$ cat config.mk
export PLATFORM = sky130hd
export DESIGN_NAME = sirq_ctrl
export DESIGN_NICKNAME = d
export VERILOG_FILES = /design/src/rtl/sirq_pkg.sv /design/src/rtl/sirq_sync.sv /design/src/rtl/sirq_pend.sv /design/src/rtl/sirq_prio.sv /design/src/rtl/sirq_ctrl.sv
export SDC_FILE = /design/constraint.sdc
export NUM_CORES = 1
export LEC_CHECK = 0
export BUFFER_PORTS_ARGS = -buffer_cell sky130_fd_sc_hd__clkbuf_2
export CAP_MARGIN = 20
export CORE_MARGIN = 8
export CORE_UTILIZATION = 41
export CTS_CLUSTER_SIZE = 8
export DETAILED_ROUTE_END_ITERATION = 12
export PLACE_DENSITY_LB_ADDON = 0.2
export SLEW_MARGIN = 20
export SYNTH_ARGS = -nofsm -noshare
export SYNTH_HDL_FRONTEND = slang
export SYNTH_SLANG_ARGS = --single-unit
$ cat constraint.sdc
create_clock -name clk_i -period 4.05 [get_ports clk_i]
set_clock_uncertainty 0.05 [all_clocks]
set_input_delay 1.215 -clock clk_i [delete_from_list [all_inputs] [get_ports clk_i]]
set_output_delay 1.215 -clock clk_i [all_outputs]
set_load 0.1 [all_outputs]
$ cat src/rtl/sirq_pkg.sv
package sirq_pkg;
  localparam int NUM_SRC  = 64;
  localparam int WORD_W   = 32;
  localparam int ID_W     = $clog2(NUM_SRC);
  localparam int ADDR_W   = 4;

  typedef enum logic [1:0] {CLS_FIXED, CLS_EXT, CLS_PORT} src_cls_e;

  typedef enum logic [ADDR_W-1:0] {
    A_MASK_LO = 4'd0, A_MASK_HI = 4'd1, A_PEND_LO = 4'd2, A_PEND_HI = 4'd3,
    A_SENSE   = 4'd4, A_VEC     = 4'd5, A_PRIO_A  = 4'd6, A_PRIO_B  = 4'd7,
    A_CFG     = 4'd8
  } reg_addr_e;

  // physical bit = 32*word + bit, bijective over 0..63
  function automatic int phys_idx(input int s);
    if (s == 0)       return 0;
    else if (s < 16)  return 16 - s;
    else if (s < 19)  return 50 - s;
    else if (s < 31)  return 65 - s;
    else if (s == 31) return 47;
    else if (s < 48)  return 63 - s;
    else              return s;
  endfunction

  function automatic src_cls_e src_class(input int s);
    if (s >= 19 && s <= 25) return CLS_EXT;
    if (s >= 48 && s <= 63) return CLS_PORT;
    return CLS_FIXED;
  endfunction

  function automatic int sense_pos(input int s);
    case (src_class(s))
      CLS_EXT:  return 33 - s;
      CLS_PORT: return s - 32;
      default:  return 0;
    endcase
  endfunction

  function automatic logic [WORD_W-1:0] sense_valid();
    logic [WORD_W-1:0] m;
    m = '0;
    for (int s = 0; s < NUM_SRC; s++)
      if (src_class(s) != CLS_FIXED) m[sense_pos(s)] = 1'b1;
    return m;
  endfunction
endpackage

$ cat src/rtl/sirq_sync.sv
module sirq_sync #(
  parameter int NUM   = 64,
  parameter int DEPTH = 2
) (
  input  logic           clk_i,
  input  logic           rst_ni,
  input  logic [NUM-1:0] async_ni,
  output logic [NUM-1:0] lvl_o,
  output logic [NUM-1:0] fall_o,
  output logic [NUM-1:0] rise_o
);
  logic [NUM-1:0] stage_q [DEPTH];
  logic [NUM-1:0] prev_q;

  for (genvar d = 0; d < DEPTH; d++) begin : g_stage
    always_ff @(posedge clk_i or negedge rst_ni) begin
      if (!rst_ni)     stage_q[d] <= '1;
      else if (d == 0) stage_q[d] <= async_ni;
      else             stage_q[d] <= stage_q[(d == 0) ? 0 : d-1];
    end
  end

  always_ff @(posedge clk_i or negedge rst_ni) begin
    if (!rst_ni) prev_q <= '1;
    else         prev_q <= stage_q[DEPTH-1];
  end

  assign lvl_o  = stage_q[DEPTH-1];
  assign fall_o = prev_q & ~stage_q[DEPTH-1];
  assign rise_o = ~prev_q & stage_q[DEPTH-1];
endmodule

$ cat src/rtl/sirq_pend.sv
module sirq_pend
  import sirq_pkg::*;
(
  input  logic               clk_i,
  input  logic               rst_ni,
  input  logic [NUM_SRC-1:0] lvl_i,
  input  logic [NUM_SRC-1:0] fall_i,
  input  logic [NUM_SRC-1:0] rise_i,
  input  logic [WORD_W-1:0]  sense_i,
  input  logic [NUM_SRC-1:0] clr_i,
  output logic [NUM_SRC-1:0] pend_o
);
  for (genvar s = 0; s < NUM_SRC; s++) begin : g_src
    localparam src_cls_e CLS = src_class(s);
    localparam int       SP  = sense_pos(s);
    if (s == 0) begin : g_rsvd
      assign pend_o[s] = 1'b0;
    end else begin : g_live
      logic q;
      if (CLS == CLS_FIXED) begin : g_fix
        always_ff @(posedge clk_i or negedge rst_ni) begin
          if (!rst_ni) q <= 1'b0;
          else         q <= ~lvl_i[s];
        end
      end else if (CLS == CLS_EXT) begin : g_ext
        always_ff @(posedge clk_i or negedge rst_ni) begin
          if (!rst_ni)         q <= 1'b0;
          else if (sense_i[SP]) q <= fall_i[s] | (q & ~clr_i[s]);
          else                 q <= ~lvl_i[s];
        end
      end else begin : g_port
        logic det;
        assign det = fall_i[s] | (~sense_i[SP] & rise_i[s]);
        always_ff @(posedge clk_i or negedge rst_ni) begin
          if (!rst_ni) q <= 1'b0;
          else         q <= det | (q & ~clr_i[s]);
        end
      end
      assign pend_o[s] = q;
    end
  end
endmodule

$ cat src/rtl/sirq_prio.sv
module sirq_prio #(
  parameter int NUM  = 64,
  parameter int ID_W = $clog2(NUM)
) (
  input  logic [NUM-1:0]  req_i,
  output logic            any_o,
  output logic [ID_W-1:0] id_o
);
  always_comb begin
    id_o = '0;
    for (int i = NUM - 1; i >= 0; i--)
      if (req_i[i]) id_o = i[ID_W-1:0];
  end
  assign any_o = |req_i;
endmodule

$ cat src/rtl/sirq_ctrl.sv
module sirq_ctrl
  import sirq_pkg::*;
#(
  parameter logic [WORD_W-1:0] PRIO_RST   = 32'h0530_9770,
  parameter int                CFG_W      = 16,
  parameter int                SYNC_DEPTH = 2
) (
  input  logic               clk_i,
  input  logic               rst_ni,
  input  logic [NUM_SRC-1:0] src_ni,
  input  logic               wr_en_i,
  input  logic [ADDR_W-1:0]  addr_i,
  input  logic [WORD_W-1:0]  wdata_i,
  output logic [WORD_W-1:0]  rdata_o,
  output logic               irq_o
);
  localparam logic [WORD_W-1:0] SENSE_OK = sense_valid();

  logic [2*WORD_W-1:0] mask_q, pend_phys, clr_phys;
  logic [WORD_W-1:0]   sense_q, prio_a_q, prio_b_q;
  logic [CFG_W-1:0]    cfg_q;
  logic [NUM_SRC-1:0]  lvl, fall, rise, pend_src, mask_src, clr_src;
  logic [ID_W-1:0]     vec_id;
  logic                any_req;

  always_ff @(posedge clk_i or negedge rst_ni) begin
    if (!rst_ni) begin
      mask_q   <= '0;
      sense_q  <= '0;
      prio_a_q <= PRIO_RST;
      prio_b_q <= PRIO_RST;
      cfg_q    <= '0;
    end else if (wr_en_i) begin
      case (addr_i)
        A_MASK_LO: mask_q[WORD_W-1:0]        <= wdata_i;
        A_MASK_HI: mask_q[2*WORD_W-1:WORD_W] <= wdata_i;
        A_SENSE:   sense_q                   <= wdata_i & SENSE_OK;
        A_PRIO_A:  prio_a_q                  <= wdata_i;
        A_PRIO_B:  prio_b_q                  <= wdata_i;
        A_CFG:     cfg_q                     <= wdata_i[CFG_W-1:0];
        default: ;
      endcase
    end
  end

  assign clr_phys[WORD_W-1:0] =
    (wr_en_i && addr_i == A_PEND_LO) ? wdata_i : '0;
  assign clr_phys[2*WORD_W-1:WORD_W] =
    (wr_en_i && addr_i == A_PEND_HI) ? wdata_i : '0;

  for (genvar s = 0; s < NUM_SRC; s++) begin : g_map
    localparam int P = phys_idx(s);
    assign mask_src[s]  = mask_q[P];
    assign clr_src[s]   = clr_phys[P];
    assign pend_phys[P] = pend_src[s];
  end

  sirq_sync #(.NUM(NUM_SRC), .DEPTH(SYNC_DEPTH)) u_sync (
    .clk_i, .rst_ni, .async_ni(src_ni),
    .lvl_o(lvl), .fall_o(fall), .rise_o(rise)
  );

  sirq_pend u_pend (
    .clk_i, .rst_ni, .lvl_i(lvl), .fall_i(fall), .rise_i(rise),
    .sense_i(sense_q), .clr_i(clr_src), .pend_o(pend_src)
  );

  sirq_prio #(.NUM(NUM_SRC), .ID_W(ID_W)) u_prio (
    .req_i(pend_src & mask_src), .any_o(any_req), .id_o(vec_id)
  );

  assign irq_o = any_req;

  always_comb begin
    case (addr_i)
      A_MASK_LO: rdata_o = mask_q[WORD_W-1:0];
      A_MASK_HI: rdata_o = mask_q[2*WORD_W-1:WORD_W];
      A_PEND_LO: rdata_o = pend_phys[WORD_W-1:0];
      A_PEND_HI: rdata_o = pend_phys[2*WORD_W-1:WORD_W];
      A_SENSE:   rdata_o = sense_q;
      A_VEC:     rdata_o = {vec_id, {(WORD_W-ID_W){1'b0}}};
      A_PRIO_A:  rdata_o = prio_a_q;
      A_PRIO_B:  rdata_o = prio_b_q;
      A_CFG:     rdata_o = {{(WORD_W-CFG_W){1'b0}}, cfg_q};
      default:   rdata_o = '0;
    endcase
  end
endmodule

==> results.json <==
{
  "fin_ws_ns": 0.00573,
  "rsz0062_at_grt": "yes",
  "synth_area_mm2": 0.0150,
  "cp_num_buf_inv": 4,
  "hold_viol": 0,
  "synthDistinctLibCells": 56,
  "place_area_mm2": 0.0173,
  "post-route-util": 0.522,
  "antenna_found_initial": 1,
  "seq_area_frac_synth": 0.647,
  "criticalPathCategory": "input pin to output port",
  "power_mw": 10.7,
  "synth_area_per_cell_um2": 13.8,
  "power.density_mw_per_mm2": 563,
  "clock-sinks": 379,
  "dp_cells": 1702,
  "synthArstFlopShare": 1.00,
  "grt_pass1_vias": 10400,
  "avgViaCountPerCell": 5.50,
  "rows": 70,
  "cts_buffers": 53,
  "htreeDepth": 2,
  "fin_crit_sh": 0.999,
  "syn_inst": 1086,
  "max-clock-path-buffers": 3,
  "drt-total-wl_mm": 40.1,
  "crit_top_cell": "buf_4",
  "min_path_type": "flop to flop",
  "drive_gt1_frac": 0.493,
  "slowest_delay_ns": 0.52,
  "area_growth_pct": 26.5,
  "finalNonFillerCells": 1801,
  "crit_chain": "clkbuf_2 -> buf_4 -> mux4_2 -> o21ai_1 -> buf_4 -> o22ai_4 -> buf_12",
  "cp_data_required_time_ns": 2.78,
  "clk_pin_slew_worst_paths_ns": 0.05,
  "maxSlewHeadroom": 0.525,
  "synth-seq-cells": 379,
  "end_kind": "output port",
  "cp-start-kind": "input pin",
  "grt_first_pass_wirelength_mm": 62.8,
  "io_pins": 136,
  "vias": 9912,
  "slew_violations": 0,
  "ir_drop_mv": 0.299,
  "port_buffers": 134,
  "p_leak_nw": 8.28,
  "layout_common_cells": "dfrtp_1, dfstp_2, mux2_2, clkbuf_2, nand2_1",
  "fin_crit_ns": 4.04,
  "clock_latency_ns": 0.58,
  "cts_tree": "yes",
  "grt_use_total": 0.186,
  "drtIter0Drc": 841,
  "dp_slack_ns": -0.210,
  "drc_errors": 0,
  "fp.dieW_um": 207,
  "cts_root_buffer": "clkbuf_16",
  "worstMarginPinSlew_ns": 0.713,
  "grt_max_degree": 86,
  "diodes": 0,
  "setup_tns_ns": 0,
  "routedWlPerCell_um": 22.3,
  "layout_commonest_cell": "dfrtp_1",
  "place_congestion": 0.876,
  "core_mm2": 0.0363,
  "max_freq_ghz": 0.247,
  "critPathSlowestCell": "mux4_2",
  "yosys_most_used_dff": "dfrtp_1",
  "hold_buffers": 0,
  "hold-worst-slack_ns": 0.295,
  "synthesis.nets": 1189,
  "nNetsFinal": 1393,
  "finalSetupViolCount": 0,
  "start_util": 0.412,
  "crit_family": "buffers and inverters",
  "dp_hpwl_mm": 27.1,
  "grt-ovfl-total": 0,
  "maxCapViolCount": 0,
  "antenna_left": 0,
  "critPathArrivalTime_ns": 2.78,
  "dieArea_mm2": 0.0429,
  "final_area_mm2": 0.0190,
  "synth-edff-count": 0,
  "synth_warnings": 0,
  "status": "finished, final reports clean",
  "crit_fanout": 14,
  "fp.dieH_um": 207,
  "first_pass_iters": 8
}
[Yosys cell counts (2+ instances only)]
| library cell | count | area share |
|---|---|---|
| dfrtp_1 | 206 | 0.34 |
| dfstp_2 | 173 | 0.30 |
| mux2_2 | 141 | 0.11 |
| a22oi_1 | 99 | 0.050 |
| nand2_1 | 95 | 0.024 |
| inv_1 | 40 | 0.010 |
| nand3_1 | 34 | 0.011 |
| mux2_4 | 30 | 0.030 |
| nor2_1 | 30 | 0.0075 |
| nor2b_1 | 26 | 0.011 |
| buf_2 | 25 | 0.0083 |
| o21ai_0 | 22 | 0.0073 |
| a221o_1 | 17 | 0.011 |
| a222oi_1 | 16 | 0.011 |
| clkbuf_1 | 13 | 0.0033 |
| a21oi_1 | 11 | 0.0037 |
| a32o_1 | 9 | 0.0060 |
| nand4_1 | 9 | 0.0038 |
| a22o_1 | 7 | 0.0041 |
| and2_1 | 6 | 0.0025 |
| and3_1 | 6 | 0.0025 |
| nand2b_1 | 6 | 0.0025 |
| nor3_1 | 6 | 0.0020 |
| a32oi_1 | 5 | 0.0029 |
| mux2i_1 | 5 | 0.0033 |
| a2111oi_0 | 4 | 0.0023 |
| a211oi_1 | 4 | 0.0020 |
| a21o_1 | 3 | 0.0015 |
| buf_6 | 3 | 0.0023 |
| nand2_2 | 3 | 0.0013 |
| mux4_2 | 2 | 0.0030 |
| nand3b_1 | 2 | 0.0010 |
| nor4_1 | 2 | 0.00083 |
| o2111ai_1 | 2 | 0.0012 |
| o31ai_1 | 2 | 0.0010 |
| or3_1 | 2 | 0.00083 |
[cell families (layout without fill, tap and decap cells)]
logic type | Yosys count | count (layout) | synth area share
buf+inv | 82 | 329 | 0.0244
simple gates | 236 | 236 | 0.0772
mux | 179 | 179 | 0.143
compound gates | 210 | 210 | 0.108
flops | 379 | 379 | 0.647
[routing by layer]
layer  part of all wire  track usage  up-vias
met3              0.048       0.0352       71
li1                   -            -     4391
met4              0.026       0.0680        2
met2               0.47        0.290      296
met1               0.46        0.258     5152
met5            0.00032            0        -
[cell type report]
class / instances / area, µm²
inverters: 40 / 150
clock inverters: 3 / 51.3
flip-flops and latches: 379 / 9700
repair buffers: 191 / 1750
multi-input cells: 625 / 5240
fillers: 3072 / 17400
well taps: 468 / 586
clock buffers: 95 / 1490
[report_power, final]
group          switching (mW)  internal (mW)  total [mW]
Combinational           0.977          0.841        1.82
Sequential              0.402           4.40        4.80
Clock                    1.59           2.47        4.06
[flip-flops by register name (all words and copies together), names as in the netlist]
signal / cells
u_sync.stage_q: 63
prio_a_q: 32
prio_b_q: 32
u_sync.prev_q: 23
u_pend.g_src.g_live.q: 63
cfg_q: 16
u_sync.lvl_o: 63
mask_q: 64
sense_q: 23
[repair_timing]
item | CTS | global route
pin swaps | 1 | 6
setup buffers | 0 | 1
endpoints found under the setup margin | 22 | 10
gates resized for setup | 16 | 19
[final timing paths]
path / to / startpoint / cells past startpoint / slack (ns)
worst max register to register: u_pend.g_src[62].g_live.q$_DFF_PN0_ / u_sync.lvl_o[62]$_DFF_PN1_ / 2 / 3.00
worst min register to register: u_sync.lvl_o[6]$_DFF_PN1_ / u_sync.stage_q[70]$_DFF_PN1_ / 0 / 0.30
max in group asynchronous: u_sync.lvl_o[37]$_DFF_PN1_ / rst_ni / 2 / 2.36
worst max-delay path: rdata_o[27] / addr_i[1] / 7 / 0.006
worst min-delay path: u_sync.lvl_o[6]$_DFF_PN1_ / u_sync.stage_q[70]$_DFF_PN1_ / 0 / 0.30
min in group asynchronous: u_pend.g_src[36].g_live.q$_DFF_PN0_ / rst_ni / 1 / 0.59
No activity file was read; power rests on OpenSTA's default activity.
